## src/rtl/nvseq_pkg.sv

```systemverilog
package nvseq_pkg;
  // command field bits 30:29 when bit 31 is set
  typedef enum logic [1:0] {
    OP_LO_ADDR = 2'b00,
    OP_HI_ADDR = 2'b01,
    OP_WRITE   = 2'b10,
    OP_READ    = 2'b11
  } nvOp_e;

  // strobes from control to datapath
  typedef struct packed {
    logic loadLo;
    logic loadHi;
    logic loadData;
    logic captureRd;
  } nvStrobes_t;
endpackage

```

## src/rtl/nvseq_ctrl.sv

```systemverilog
module nvseq_ctrl
  import nvseq_pkg::*;
#(
  parameter int ACCESS_CYCLES = 8
) (
  input  logic             clk,
  input  logic             rstN,
  input  logic             regWrEn,
  input  logic [2:0]       cmd,
  output nvStrobes_t       stb,
  output logic             busy,
  output logic             memWrStb,
  output logic             memRdStb
);
  localparam int CW = $clog2(ACCESS_CYCLES + 1);
  localparam logic [CW-1:0] LOAD_VAL = CW'(ACCESS_CYCLES);

  logic [CW-1:0] remain;
  logic          isRead;
  logic          accept;
  nvOp_e         op;

  assign op     = nvOp_e'(cmd[1:0]);
  assign busy   = (remain != '0);
  assign accept = regWrEn && cmd[2] && !busy;

  always_comb begin
    stb.loadLo    = accept && (op == OP_LO_ADDR);
    stb.loadHi    = accept && (op == OP_HI_ADDR);
    stb.loadData  = accept && (op == OP_WRITE);
    stb.captureRd = isRead && (remain == CW'(1));
  end

  always_ff @(posedge clk) begin
    if (!rstN) begin
      remain <= '0;
      isRead <= 1'b0;
    end else if (accept && cmd[1]) begin
      remain <= LOAD_VAL;
      isRead <= (op == OP_READ);
    end else if (busy) begin
      remain <= remain - CW'(1);
    end
  end

  assign memWrStb = busy && !isRead;
  assign memRdStb = busy && isRead;
endmodule

```

## src/rtl/nvseq_dpath.sv

```systemverilog
module nvseq_dpath
  import nvseq_pkg::*;
(
  input  logic       clk,
  input  logic       rstN,
  input  nvStrobes_t stb,
  input  logic [7:0] operand,
  input  logic [7:0] memRdData,
  output logic [15:0] memAddr,
  output logic [7:0]  portByte
);
  logic [7:0] addrLo;
  logic [7:0] addrHi;

  always_ff @(posedge clk) begin
    if (!rstN) begin
      addrLo   <= '0;
      addrHi   <= '0;
      portByte <= '0;
    end else begin
      if (stb.loadLo)    addrLo   <= operand;
      if (stb.loadHi)    addrHi   <= operand;
      if (stb.loadData)  portByte <= operand;
      else if (stb.captureRd) portByte <= memRdData;
    end
  end

  assign memAddr = {addrHi, addrLo};
endmodule

```

## src/rtl/nv_byte_seq.sv

```systemverilog
module nv_byte_seq
  import nvseq_pkg::*;
#(
  parameter int ACCESS_CYCLES = 8
) (
  input  logic        clk,
  input  logic        rstN,
  input  logic        regWrEn,
  input  logic [31:0] regWrData,
  output logic [31:0] regRdData,
  output logic [15:0] memAddr,
  output logic [7:0]  memWrData,
  output logic        memWrStb,
  output logic        memRdStb,
  input  logic [7:0]  memRdData
);
  nvStrobes_t stb;
  logic       busy;
  logic [7:0] portByte;

  nvseq_ctrl #(.ACCESS_CYCLES(ACCESS_CYCLES)) u_ctrl (
    .clk(clk), .rstN(rstN), .regWrEn(regWrEn), .cmd(regWrData[31:29]),
    .stb(stb), .busy(busy), .memWrStb(memWrStb), .memRdStb(memRdStb)
  );

  nvseq_dpath u_dpath (
    .clk(clk), .rstN(rstN), .stb(stb), .operand(regWrData[23:16]),
    .memRdData(memRdData), .memAddr(memAddr), .portByte(portByte)
  );

  assign memWrData = portByte;
  assign regRdData = {busy, 7'b0, portByte, 16'b0};
endmodule

```

## config.mk

```make
export PLATFORM = sky130hd
export DESIGN_NAME = nv_byte_seq
export DESIGN_NICKNAME = d
export VERILOG_FILES = /design/src/rtl/nvseq_pkg.sv /design/src/rtl/nvseq_ctrl.sv /design/src/rtl/nvseq_dpath.sv /design/src/rtl/nv_byte_seq.sv
export SDC_FILE = /design/constraint.sdc
export NUM_CORES = 1
export LEC_CHECK = 0
export ABC_AREA = 1
export BUFFER_PORTS_ARGS = -buffer_cell sky130_fd_sc_hd__buf_4
export CORE_MARGIN = 2
export CORE_UTILIZATION = 45
export DETAILED_ROUTE_END_ITERATION = 7
export PLACE_DENSITY = 0.83
export SETUP_SLACK_MARGIN = 0.3
export SYNTH_ARGS = -nofsm -noshare
export SYNTH_HDL_FRONTEND = slang
export SYNTH_SLANG_ARGS = --single-unit
```

## constraint.sdc

```tcl
create_clock -name clk -period 3.4 [get_ports clk]
set_clock_uncertainty 0.15 [all_clocks]
set_input_delay 1.02 -clock clk [delete_from_list [all_inputs] [get_ports clk]]
set_output_delay 1.02 -clock clk [all_outputs]
set_load 0.02 [all_outputs]
```

# After elaboration in Yosys (flattened, before gate mapping)
# Cells that the tools add are included.
[totals] regBits=29 input_bits=43 output_inout_bits=58 wordCells=32
[op_classes] n_addsub=1 eq_ne=4 muxes=4 bitwise=1 reduce_logical=16
[ops] operator="8-bit two-way mux" n=2
[ops] operator="1-bit logical AND" n=9
[ops] operator="4-bit two-way mux" n=2
[ops] operator="2-bit == test (second input constant)" n=2
[ops] operator="4-bit by 1-bit == test with 1-bit output (second input constant)" n=1
[ops] operator="2-bit nonzero test" n=2
[ops] operator="4-bit nonzero test" n=1
[ops] operator="4-bit by 1-bit subtractor with 4-bit output (second input constant)" n=1
[ops] operator="2-bit by 1-bit == test with 1-bit output (second input constant)" n=1
[ops] operator="1-bit zero test" n=2
[ops] operator="2-bit zero test" n=1
[ops] operator="2-bit OR reduction" n=1
[ops] operator="1-bit inverter" n=1

# Logic depth before layout (Yosys ltp)
# Gate-level depths: netlist of run 1.
[depth] ltp_word=5 mapped_depth=9 ltp_nobuf=8

# Modules after synthesis
# Synthesis of run 1 repeated with hierarchy kept, for this count alone.
[hier_totals] cells_unflattened=212 area_unflattened_um2=1530.2
[modules_own_cells] mod="nvseq_dpath" n_inst=1 cells_per_inst=120 area_per_inst_um2=934.6 seq_area_each_um2=480.5
[modules_own_cells] mod="nvseq_ctrl" n_inst=1 cells_per_inst=59 area_per_inst_um2=351.6 seq_area_each_um2=100.1
[modules_own_cells] mod="nv_byte_seq" n_inst=1 cells_per_inst=33 area_per_inst_um2=244.0 seq_area_each_um2=0.0

# Worst setup path before layout of run 1
# OpenSTA, ideal clock, no wires.
[synth_path] path_kind="register to output" from="register u_ctrl.remain[0]" to="output memRdStb" arrival_time_ns=1.140 t_required_ns=2.230 slack_ns=1.090 path_stages_with_launch=6 path_buffers=0 path_cell_list="dfxtp_1 inv_1 ha_1 nand2_1 nor2_4 nor2_1"
[synth_between] elab_chain_len=2
[synth_rtl] element="start: declaration" line="nvseq_ctrl.sv:18" text="logic [CW-1:0] remain;"
[synth_rtl] element="start signal: assignment" line="nvseq_ctrl.sv:42" text="remain <= remain - CW'(1);"
[synth_rtl] element="4-bit nonzero test" line="nvseq_ctrl.sv:24" text="assign busy = (remain != '0);"
[synth_rtl] element="1-bit logical AND" line="nvseq_ctrl.sv:47" text="assign memRdStb = busy && isRead;"
[synth_rtl] element="end: declaration" line="nv_byte_seq.sv:14" text="output logic memRdStb,"
# Every way passes these cells.

# Final worst setup path of run 1
# Ends and elaborated chain as after synthesis.

==> results of run 1 <==
[cell usage after synthesis]
master,number,share of area [%]
nand2_4,2,1.3
o21ai_0,2,0.59
buf_6,1,0.67
nor2_1,34,7.5
xnor2_1,1,0.52
inv_1,13,2.9
clkinv_1,3,0.67
a21oi_2,1,0.52
nor2_4,2,1.3
or2_2,1,0.37
a21oi_1,11,3.3
ha_1,2,1.5
nand3_1,24,7.1
nor3_1,2,0.59
buf_4,35,16
nand3_4,1,1.0
inv_2,1,0.22
nor2_8,3,3.6
conb_1,1,0.22
nand4_1,16,5.9
nor2_2,1,0.37
dfxtp_1,29,34
nand2_1,42,9.3
buf_1,3,0.67
[flip-flops by register name, summed over array words and instances (netlist names)]
name,cells
u_dpath.addrHi,8
u_dpath.portByte,8
u_ctrl.isRead,1
u_ctrl.remain,4
u_dpath.addrLo,8
[worst max-delay path, cell delays in order (launching register included)]
cell,delay [ps]
dfxtp_1,340
inv_1,80
ha_1,270
nand2_1,120
nor2_4,190
nor2_1,70
buf_4,160
[cell type report]
type | count | area [µm²] | share of cell area [%]
multi-input combinational | 168 | 845 | 41.1
sequential | 29 | 581 | 28.2
timing repair buffer | 56 | 420 | 20.5
clock buffer | 7 | 86.3 | 4.20
inverter | 17 | 63.8 | 3.10
tap | 48 | 60.1 | 2.92
[layer usage]
metal	vias up	wire length, µm	track usage (%)
li1	787	-	-
met1	660	1490	22.7
met2	62	1720	29.1
met3	9	293	4.45
met4	0	93	11.2
met5	-	0	0
[worst max path at each step]
stage	end	cells after the start
2_1_floorplan	memRdStb	5
3_3_place_gp	memRdStb	6
3_5_place_dp	memRdStb	6
4_1_cts	memRdStb	6
5_1_grt	memWrStb	6
6_report	memRdStb	6
[cells by family after synthesis]
family / Yosys count / synth area share [%]
xor gates and xnor gates: 1 / 0.518
other: 1 / 0.222
buffers and inverters: 56 / 20.6
adders and majority gates: 2 / 1.48
AOI/OAI and AO/OA: 14 / 4.36
and+or+nand+nor: 128 / 38.5
DFF: 29 / 34.3
[metrics by stage]
stage / instance area [µm²] / total power [W] / worst slack, ps / instances
final: 2060 / 0.00113 / 708 / 325
after global routing: 2060 / 0.00120 / 637 / 325
after CTS: 2060 / 0.00114 / 687 / 325
after detailed placement: 1970 / 0.000857 / 1000 / 318
after global placement: 1970 / 0.000846 / 1040 / 318
after floorplan: 1770 / 0.000772 / 1090 / 253
[power breakdown]
group	internal, W	total (W)	switching [W]
Clock	0.000160	0.000283	0.000123
Combinational	0.000159	0.000431	0.000272
Sequential	0.000380	0.000418	0.0000379
Total	0.000699	0.00113	0.000433
==> results.json, run 1 <==
{
  "final_nets": 322,
  "firstDrtPassIters": 4,
  "cts_setup_buffers": 0,
  "dp_hpwl_mm": 2.72,
  "clock-root-buffer": "clkbuf_8",
  "drtAntennaViolNets": 0,
  "yosys_warnings": 0,
  "whs_ps": 321,
  "wl_per_cell_um": 11.1,
  "htreeDepth": 2,
  "num_rows": 22,
  "die_y_um": 65.3,
  "antenna_found_initial": 0,
  "grt_max_degree": 27,
  "powerDensity_nw_per_um2": 550,
  "wl_mm": 3.60,
  "drc_errors": 0,
  "drv_cap": 0,
  "cts_tree": "built",
  "outcome": "completed",
  "drv_slew": 0,
  "drive_gt1_share_pct": 26.7,
  "clk_pin_slew_worst_paths_ps": 60,
  "hold_depth": 2,
  "ys_ff_latch": 29,
  "cts_hold_buf": 0,
  "die_x_um": 65.3,
  "min_period_ps": 2690,
  "die_area_um2": 4270,
  "cp.required_ps": 2230,
  "r2r_slack_ps": 1640,
  "setup-violations-final": 0,
  "start_util_pct": 46.6,
  "final.period_utilization_pct": 79.2,
  "final_util_pct": 56.6,
  "vdd_drop_max_uv": 323,
  "vias": 1518,
  "r2r_cells": 8,
  "vias_per_cell": 4.67,
  "worstReg2RegStart": "u_ctrl.remain[0]",
  "num_io_pins": 101,
  "timing.rr.end": "u_dpath.addrHi[5]",
  "hold_path_end": "u_dpath.addrHi[7]",
  "hold_violations": 0,
  "start_kind": "flip-flop",
  "drt_iter0_drc": 114,
  "grt_pass1_vias": 1364,
  "crit_start": "u_ctrl.remain[0]",
  "syn_area_um2": 1690,
  "hold_start": "u_dpath.addrHi[7]",
  "cts_buffers": 5,
  "crit_fanout": 7,
  "crit_arrival_ps": 1520,
  "ys_types": 24,
  "grt.total_usage_pct": 18.5,
  "clk_path_buf_depth": 2,
  "synth_seq_area_share_pct": 34.3,
  "grt_overflow": 0,
  "post_cts_resized": 0,
  "insertion_delay_ps": 290,
  "io_buffers": 56,
  "mostFrequentLayoutCell": "buf_4",
  "worstSetupEndpointType": "output port",
  "tns_ps": 0,
  "worst-setup-path-type": "flip-flop to output port",
  "rsz0062_at_grt": "no",
  "cts.sinks": 29,
  "core_um2": 3630,
  "fillerInstances": 361,
  "most-common-layout-cells": "buf_4 (56), nand2_1 (42), nor2_1 (34)",
  "n_antenna_cell": 0,
  "area_delta_synth_final_pct": 21.5,
  "power_leakage_nw": 1.04,
  "grt_pass1_wl_mm": 6.07,
  "synthCells": 231,
  "hp-class": "flip-flop to flip-flop",
  "place_congestion": 0.790,
  "fmax_ghz": 0.371,
  "synth.avg_cell_area_um2": 7.32
}
No activity file was read; power rests on OpenSTA's default activity.
==> inputs of run 2 (changes only) <==
--- a/config.mk
+++ b/config.mk
@@ -8,9 +8,9 @@
 export ABC_AREA = 1
 export BUFFER_PORTS_ARGS = -buffer_cell sky130_fd_sc_hd__buf_4
 export CORE_MARGIN = 2
-export CORE_UTILIZATION = 45
+export CORE_UTILIZATION = 43
 export DETAILED_ROUTE_END_ITERATION = 7
-export PLACE_DENSITY = 0.83
+export PLACE_DENSITY = 0.79
 export SETUP_SLACK_MARGIN = 0.3
 export SYNTH_ARGS = -nofsm -noshare
 export SYNTH_HDL_FRONTEND = slang
==> constraint.sdc (replaced) <==
create_clock -name clk -period 2.75 [get_ports clk]
set_clock_uncertainty 0.15 [all_clocks]
set_input_delay 0.825 -clock clk [delete_from_list [all_inputs] [get_ports clk]]
set_output_delay 0.825 -clock clk [all_outputs]
set_load 0.02 [all_outputs]
==> run 2 against run 1 <==
Net effect:
- register-to-register slack lost 600 ps
- sequential share of layout area shrank 0.14 points
- final cell count grew 0.62%
- utilization shrank 0.85 points
- largest power group unchanged
- critical path depth is the same
- clock power grew 17%
- non-clock buffer count grew 1
- design area grew 0.73%
- highest routed layer unchanged
==> results.json, run 2 (synthesis gave the netlist of run 1 again) <==
{
  "die_y_um": 66.7,
  "hold_violations": 0,
  "insertion_delay_ps": 280,
  "grt_overflow": 0,
  "num_io_pins": 101,
  "fmax_ghz": 0.436,
  "place_congestion": 0.778,
  "most-common-layout-cells": "buf_4 (57), nand2_1 (42), nor2_1 (34)",
  "firstDrtPassIters": 4,
  "vdd_drop_max_uv": 283,
  "powerDensity_nw_per_um2": 682,
  "cp_top_family": "flip-flops",
  "start_util_pct": 45.5,
  "crit_fanout": 4,
  "worst-setup-path-type": "flip-flop to output port",
  "reg_top3": "u_dpath.addrHi: 8 flops, u_dpath.addrLo: 8 flops, u_dpath.portByte: 8 flops",
  "worst-path-buf-inv": 2,
  "clk_pin_slew_worst_paths_ps": 60,
  "dp_slack_ps": 543,
  "final_util_pct": 55.7,
  "postPlaceCellArea_um2": 1970,
  "slowest_stage": "dfxtp_2",
  "clk_path_buf_depth": 2,
  "clock-root-buffer": "clkbuf_8",
  "core_um2": 3720,
  "grt_pass1_vias": 1383,
  "cp.required_ps": 1780,
  "wl_mm": 3.65,
  "final_nets": 323,
  "die_x_um": 66.7,
  "dp_hpwl_mm": 2.74,
  "cts_tree": "built",
  "stdcell_area_um2": 2070,
  "tns_ps": 0,
  "cts_buffers": 5,
  "wl_met1_mm": 1.58,
  "hp-class": "flip-flop to flip-flop",
  "final.period_utilization_pct": 83.4,
  "wl_met3_um": 292,
  "drt_iter0_drc": 152,
  "htreeDepth": 2,
  "rsz0062_at_grt": "no",
  "num_rows": 22,
  "antenna_found_initial": 0,
  "grt_pass1_wl_mm": 6.16,
  "drv_slew": 0,
  "max_stage_delay_ps": 330,
  "power_leakage_nw": 1.04,
  "worst_slack_ps": 455,
  "drive_gt1_share_pct": 27.2,
  "path_cells": "inv_1 -> ha_4 -> nand2_1 -> nor2_4 -> nor2_1 -> buf_4",
  "die_area_um2": 4450,
  "setup-violations-final": 0,
  "crit_arrival_ps": 1320,
  "wl_met2_mm": 1.71,
  "mostFrequentLayoutCell": "buf_4",
  "grt.total_usage_pct": 18.4,
  "min_period_ps": 2290,
  "io_buffers": 56,
  "outcome": "completed",
  "vias_per_cell": 4.58,
  "drtAntennaViolNets": 0,
  "fillerInstances": 387,
  "start_kind": "flip-flop",
  "n_antenna_cell": 0,
  "wl_per_cell_um": 11.2,
  "grt_max_degree": 27,
  "vias": 1499,
  "drc_errors": 0,
  "area_delta_synth_final_pct": 22.4,
  "worstSetupEndpointType": "output port",
  "drv_cap": 0,
  "cts.sinks": 29,
  "highest_layer": "met4"
}
==> run 2: cell count changes in the layout (fill, tap and decap cells not counted) <==
| cell | delta |
|---|---|
| dfxtp_2 | +1 |
| dfxtp_1 | -1 |
| clkbuf_8 | -1 |
| ha_1 | -1 |
| clkbuf_1 | +2 |
| ha_4 | +1 |
| buf_4 | +1 |
==> run 2: final timing paths <==
kind                                        start                 to  slack (ps)  cells after the start
worst max-delay path             u_ctrl.remain[0]           memRdStb         460                      6
worst min-delay path            u_dpath.addrHi[5]  u_dpath.addrHi[5]         320                      2
worst max register to register   u_ctrl.remain[3]  u_dpath.addrHi[2]        1040                      7
worst min register to register  u_dpath.addrHi[5]  u_dpath.addrHi[5]         320                      2
==> run 2: routing by layer <==
layer  track usage (%)  up-vias
met1              22.0      651
met3              6.93        7
li1                  -      786
met5                 0        -
met2              29.6       55
met4              7.65        0
==> run 2: through the flow <==
| stage | cells | hold WS (ps) | total power (W) |
|---|---|---|---|
| after floorplan | 253 | 301 | 0.000955 |
| after global placement | 318 | 308 | 0.00105 |
| after detailed placement | 318 | 311 | 0.00106 |
| after CTS | 327 | 328 | 0.00142 |
| after global routing | 327 | 345 | 0.00152 |
| final | 327 | 322 | 0.00141 |
==> run 2: layout make-up <==
| type | instances | area, µm² | area share, % |
|---|---|---|---|
| Sequential cell | 29 | 582 | 28.1 |
| Timing Repair Buffer | 57 | 428 | 20.7 |
| Tap cell | 48 | 60.1 | 2.90 |
| Clock buffer | 8 | 80.1 | 3.87 |
| Multi-Input combinational cell | 168 | 857 | 41.4 |
| Inverter | 17 | 63.8 | 3.08 |
==> run 2: worst register-to-register path, stage by stage, from the launching register on <==
cell	delay, ps
dfxtp_1	370
nor2_4	270
nand2_4	120
nor2_8	290
nand2_4	150
nor2_8	160
nor2_1	60
nor2_1	90
==> run 2: what timing repair did <==
item,4_1_cts,5_1_grt
pin swaps,1,0
gates resized for setup,1,2
hold buffers,0,0
buffers inserted,1,0
setup endpoints to repair,2,2
==> run 2: where the power goes <==
part | leakage [nW] | internal, W | switching [W]
logic | 0.766 | 0.000224 | 0.000344
registers | 0.236 | 0.000471 | 0.0000435
clock network | 0.0395 | 0.000179 | 0.000152
==> inputs of run 3 (changes only) <==
--- a/config.mk
+++ b/config.mk
@@ -8,9 +8,9 @@
 export ABC_AREA = 1
 export BUFFER_PORTS_ARGS = -buffer_cell sky130_fd_sc_hd__buf_4
 export CORE_MARGIN = 2
-export CORE_UTILIZATION = 43
+export CORE_UTILIZATION = 39
 export DETAILED_ROUTE_END_ITERATION = 7
-export PLACE_DENSITY = 0.79
+export PLACE_DENSITY = 0.76
 export SETUP_SLACK_MARGIN = 0.3
 export SYNTH_ARGS = -nofsm -noshare
 export SYNTH_HDL_FRONTEND = slang
==> constraint.sdc (replaced) <==
create_clock -name clk -period 2.1 [get_ports clk]
set_clock_uncertainty 0.15 [all_clocks]
set_input_delay 0.63 -clock clk [delete_from_list [all_inputs] [get_ports clk]]
set_output_delay 0.63 -clock clk [all_outputs]
set_load 0.02 [all_outputs]
==> run 3 against run 2 <==
Net effect:
- utilization is 1.7 points lower
- register-to-register slack got worse by 650 ps
- highest routed layer unchanged
- non-clock buffer count up 12
- count of clock-buffer cells in the layout down 1
- worst hold slack lost 0.52 ps
- die area increased by 9.6%
- routed wire length increased by 7.6%
- sequential share of layout area down 1.7 points
- largest cell class unchanged
- largest power group unchanged
- global-route usage is 2.6 points lower
- critical path depth decreased by 1
- setup slack got worse by 300 ps
- combinational power rose by 68%
==> results.json, run 3 (synthesis gave the netlist of run 1 again) <==
{
  "outcome": "completed",
  "max_stage_delay_ps": 340,
  "cp.required_ps": 1320,
  "firstDrtPassIters": 4,
  "min_period_ps": 1950,
  "n_antenna_cell": 0,
  "wl_mm": 3.93,
  "path_cells": "inv_2 -> ha_4 -> buf_4 -> nand2_4 -> buf_6",
  "drv_cap": 0,
  "drc_errors": 0,
  "core_um2": 4090,
  "setup-violations-final": 0,
  "mostFrequentLayoutCell": "buf_4",
  "grt.total_usage_pct": 15.8,
  "worstSetupEndpointType": "output port",
  "place_congestion": 0.841,
  "worstReg2RegStart": "u_ctrl.remain[1]",
  "vdd_drop_max_uv": 398,
  "clk_path_buf_depth": 2,
  "io_buffers": 56,
  "tns_ps": 0,
  "r2r_slack_ps": 390,
  "grt_overflow": 0,
  "crit_arrival_ps": 1170,
  "crit_fanout": 3,
  "cts.sinks": 29,
  "cts_tree": "built",
  "grt_max_degree": 27,
  "hold_start": "u_dpath.addrHi[1]",
  "hold_path_end": "u_dpath.addrHi[1]",
  "antenna_found_initial": 0,
  "cts_buffers": 5,
  "r2r_cells": 9,
  "final.period_utilization_pct": 92.7,
  "worst-setup-path-type": "flip-flop to output port",
  "whs_ps": 321,
  "die_y_um": 69.9,
  "powerDensity_nw_per_um2": 941,
  "drtAntennaViolNets": 0,
  "insertion_delay_ps": 280,
  "wl_met3_um": 305,
  "dp_hpwl_mm": 2.80,
  "slowest_stage": "dfxtp_2",
  "die_area_um2": 4880,
  "cp_top_family": "flip-flops",
  "hp-class": "flip-flop to flip-flop",
  "clock-root-buffer": "clkbuf_8",
  "num_io_pins": 101,
  "vias": 1585,
  "die_x_um": 69.9,
  "cts_hold_buf": 0,
  "most-common-layout-cells": "buf_4 (66), nand2_1 (40), nor2_1 (32)",
  "reg_top3": "u_dpath.addrHi: 8 flops, u_dpath.addrLo: 8 flops, u_dpath.portByte: 8 flops",
  "drt_iter0_drc": 84,
  "highest_layer": "met4",
  "wl_met2_mm": 1.90,
  "rsz0062_at_grt": "yes",
  "worst-path-buf-inv": 3,
  "htreeDepth": 2,
  "dp.cells": 322,
  "wl_per_cell_um": 11.5,
  "grt_pass1_vias": 1379,
  "drive_gt1_share_pct": 33.7,
  "stdcell_count": 341,
  "wl_met1_mm": 1.66,
  "clk_pin_slew_worst_paths_ps": 60,
  "timing.rr.end": "u_dpath.portByte[5]",
  "fmax_ghz": 0.514,
  "final_nets": 336,
  "power.total_w": 0.00208,
  "drv_slew": 0,
  "grt_pass1_wl_mm": 6.21,
  "hold_depth": 2,
  "power_leakage_nw": 1.11,
  "start_util_pct": 41.4,
  "hold_violations": 0,
  "area_delta_synth_final_pct": 30.6,
  "num_rows": 23,
  "vias_per_cell": 4.65,
  "start_kind": "flip-flop"
}
-- run 3: cell type report --
type | instances | area [µm²]
well taps | 50 | 62.6
repair buffers | 69 | 529
clock buffers | 7 | 86.3
multi-input cells | 169 | 883
fillers | 431 | 1880
inverters | 17 | 63.8
flip-flops and latches | 29 | 584
-- run 3: per-layer routing --
layer | vias up | global-route usage (%)
li1 | 812 | -
met4 | 0 | 6.20
met3 | 8 | 5.34
met5 | - | 0
met2 | 64 | 25.5
met1 | 701 | 19.5
-- run 3: tightest hold or removal path: stages, from the launching register on --
cell and delay, ps:
dfxtp_1 320, nor2_1 50, nor2_1 70
-- run 3: how the worst max path moves through the flow --
stage                           startpoint             endpoint  slack (ps)  cells after the start
after floorplan           u_ctrl.remain[0]             memRdStb         270                      5
after global placement       regWrData[29]  u_dpath.portByte[5]         250                      6
after detailed placement     regWrData[29]  u_dpath.portByte[6]         220                      6
after CTS                 u_ctrl.remain[1]             memWrStb         130                      6
after global routing      u_ctrl.remain[0]        regRdData[31]         110                      5
final                     u_ctrl.remain[0]        regRdData[31]         150                      5
-- run 3: what timing repair did --
item / in CTS / in global routing
pin swaps: 3 / 2
buffers inserted: 5 / 6
endpoints found under the hold margin: 0 / 0
setup endpoints to repair: 3 / 32
resized for setup: 11 / 2
gates cloned: 0 / 1
-- run 3: stage by stage --
| stage | utilization [%] | setup slack [ps] | area, µm² |
|---|---|---|---|
| 3_5_place_dp | 48.7 | 216 | 1990 |
| 5_1_grt | 54.1 | 109 | 2210 |
| 6_report | 54.1 | 154 | 2210 |
| 3_3_place_gp | 48.7 | 246 | 1990 |
| 2_1_floorplan | - | 267 | 1780 |
| 4_1_cts | 52.6 | 134 | 2150 |
-- run 3: power breakdown --
part           internal, W  switching [W]
combinational     0.000422       0.000528
clock             0.000259       0.000196
sequential        0.000620      0.0000558
total              0.00130       0.000779
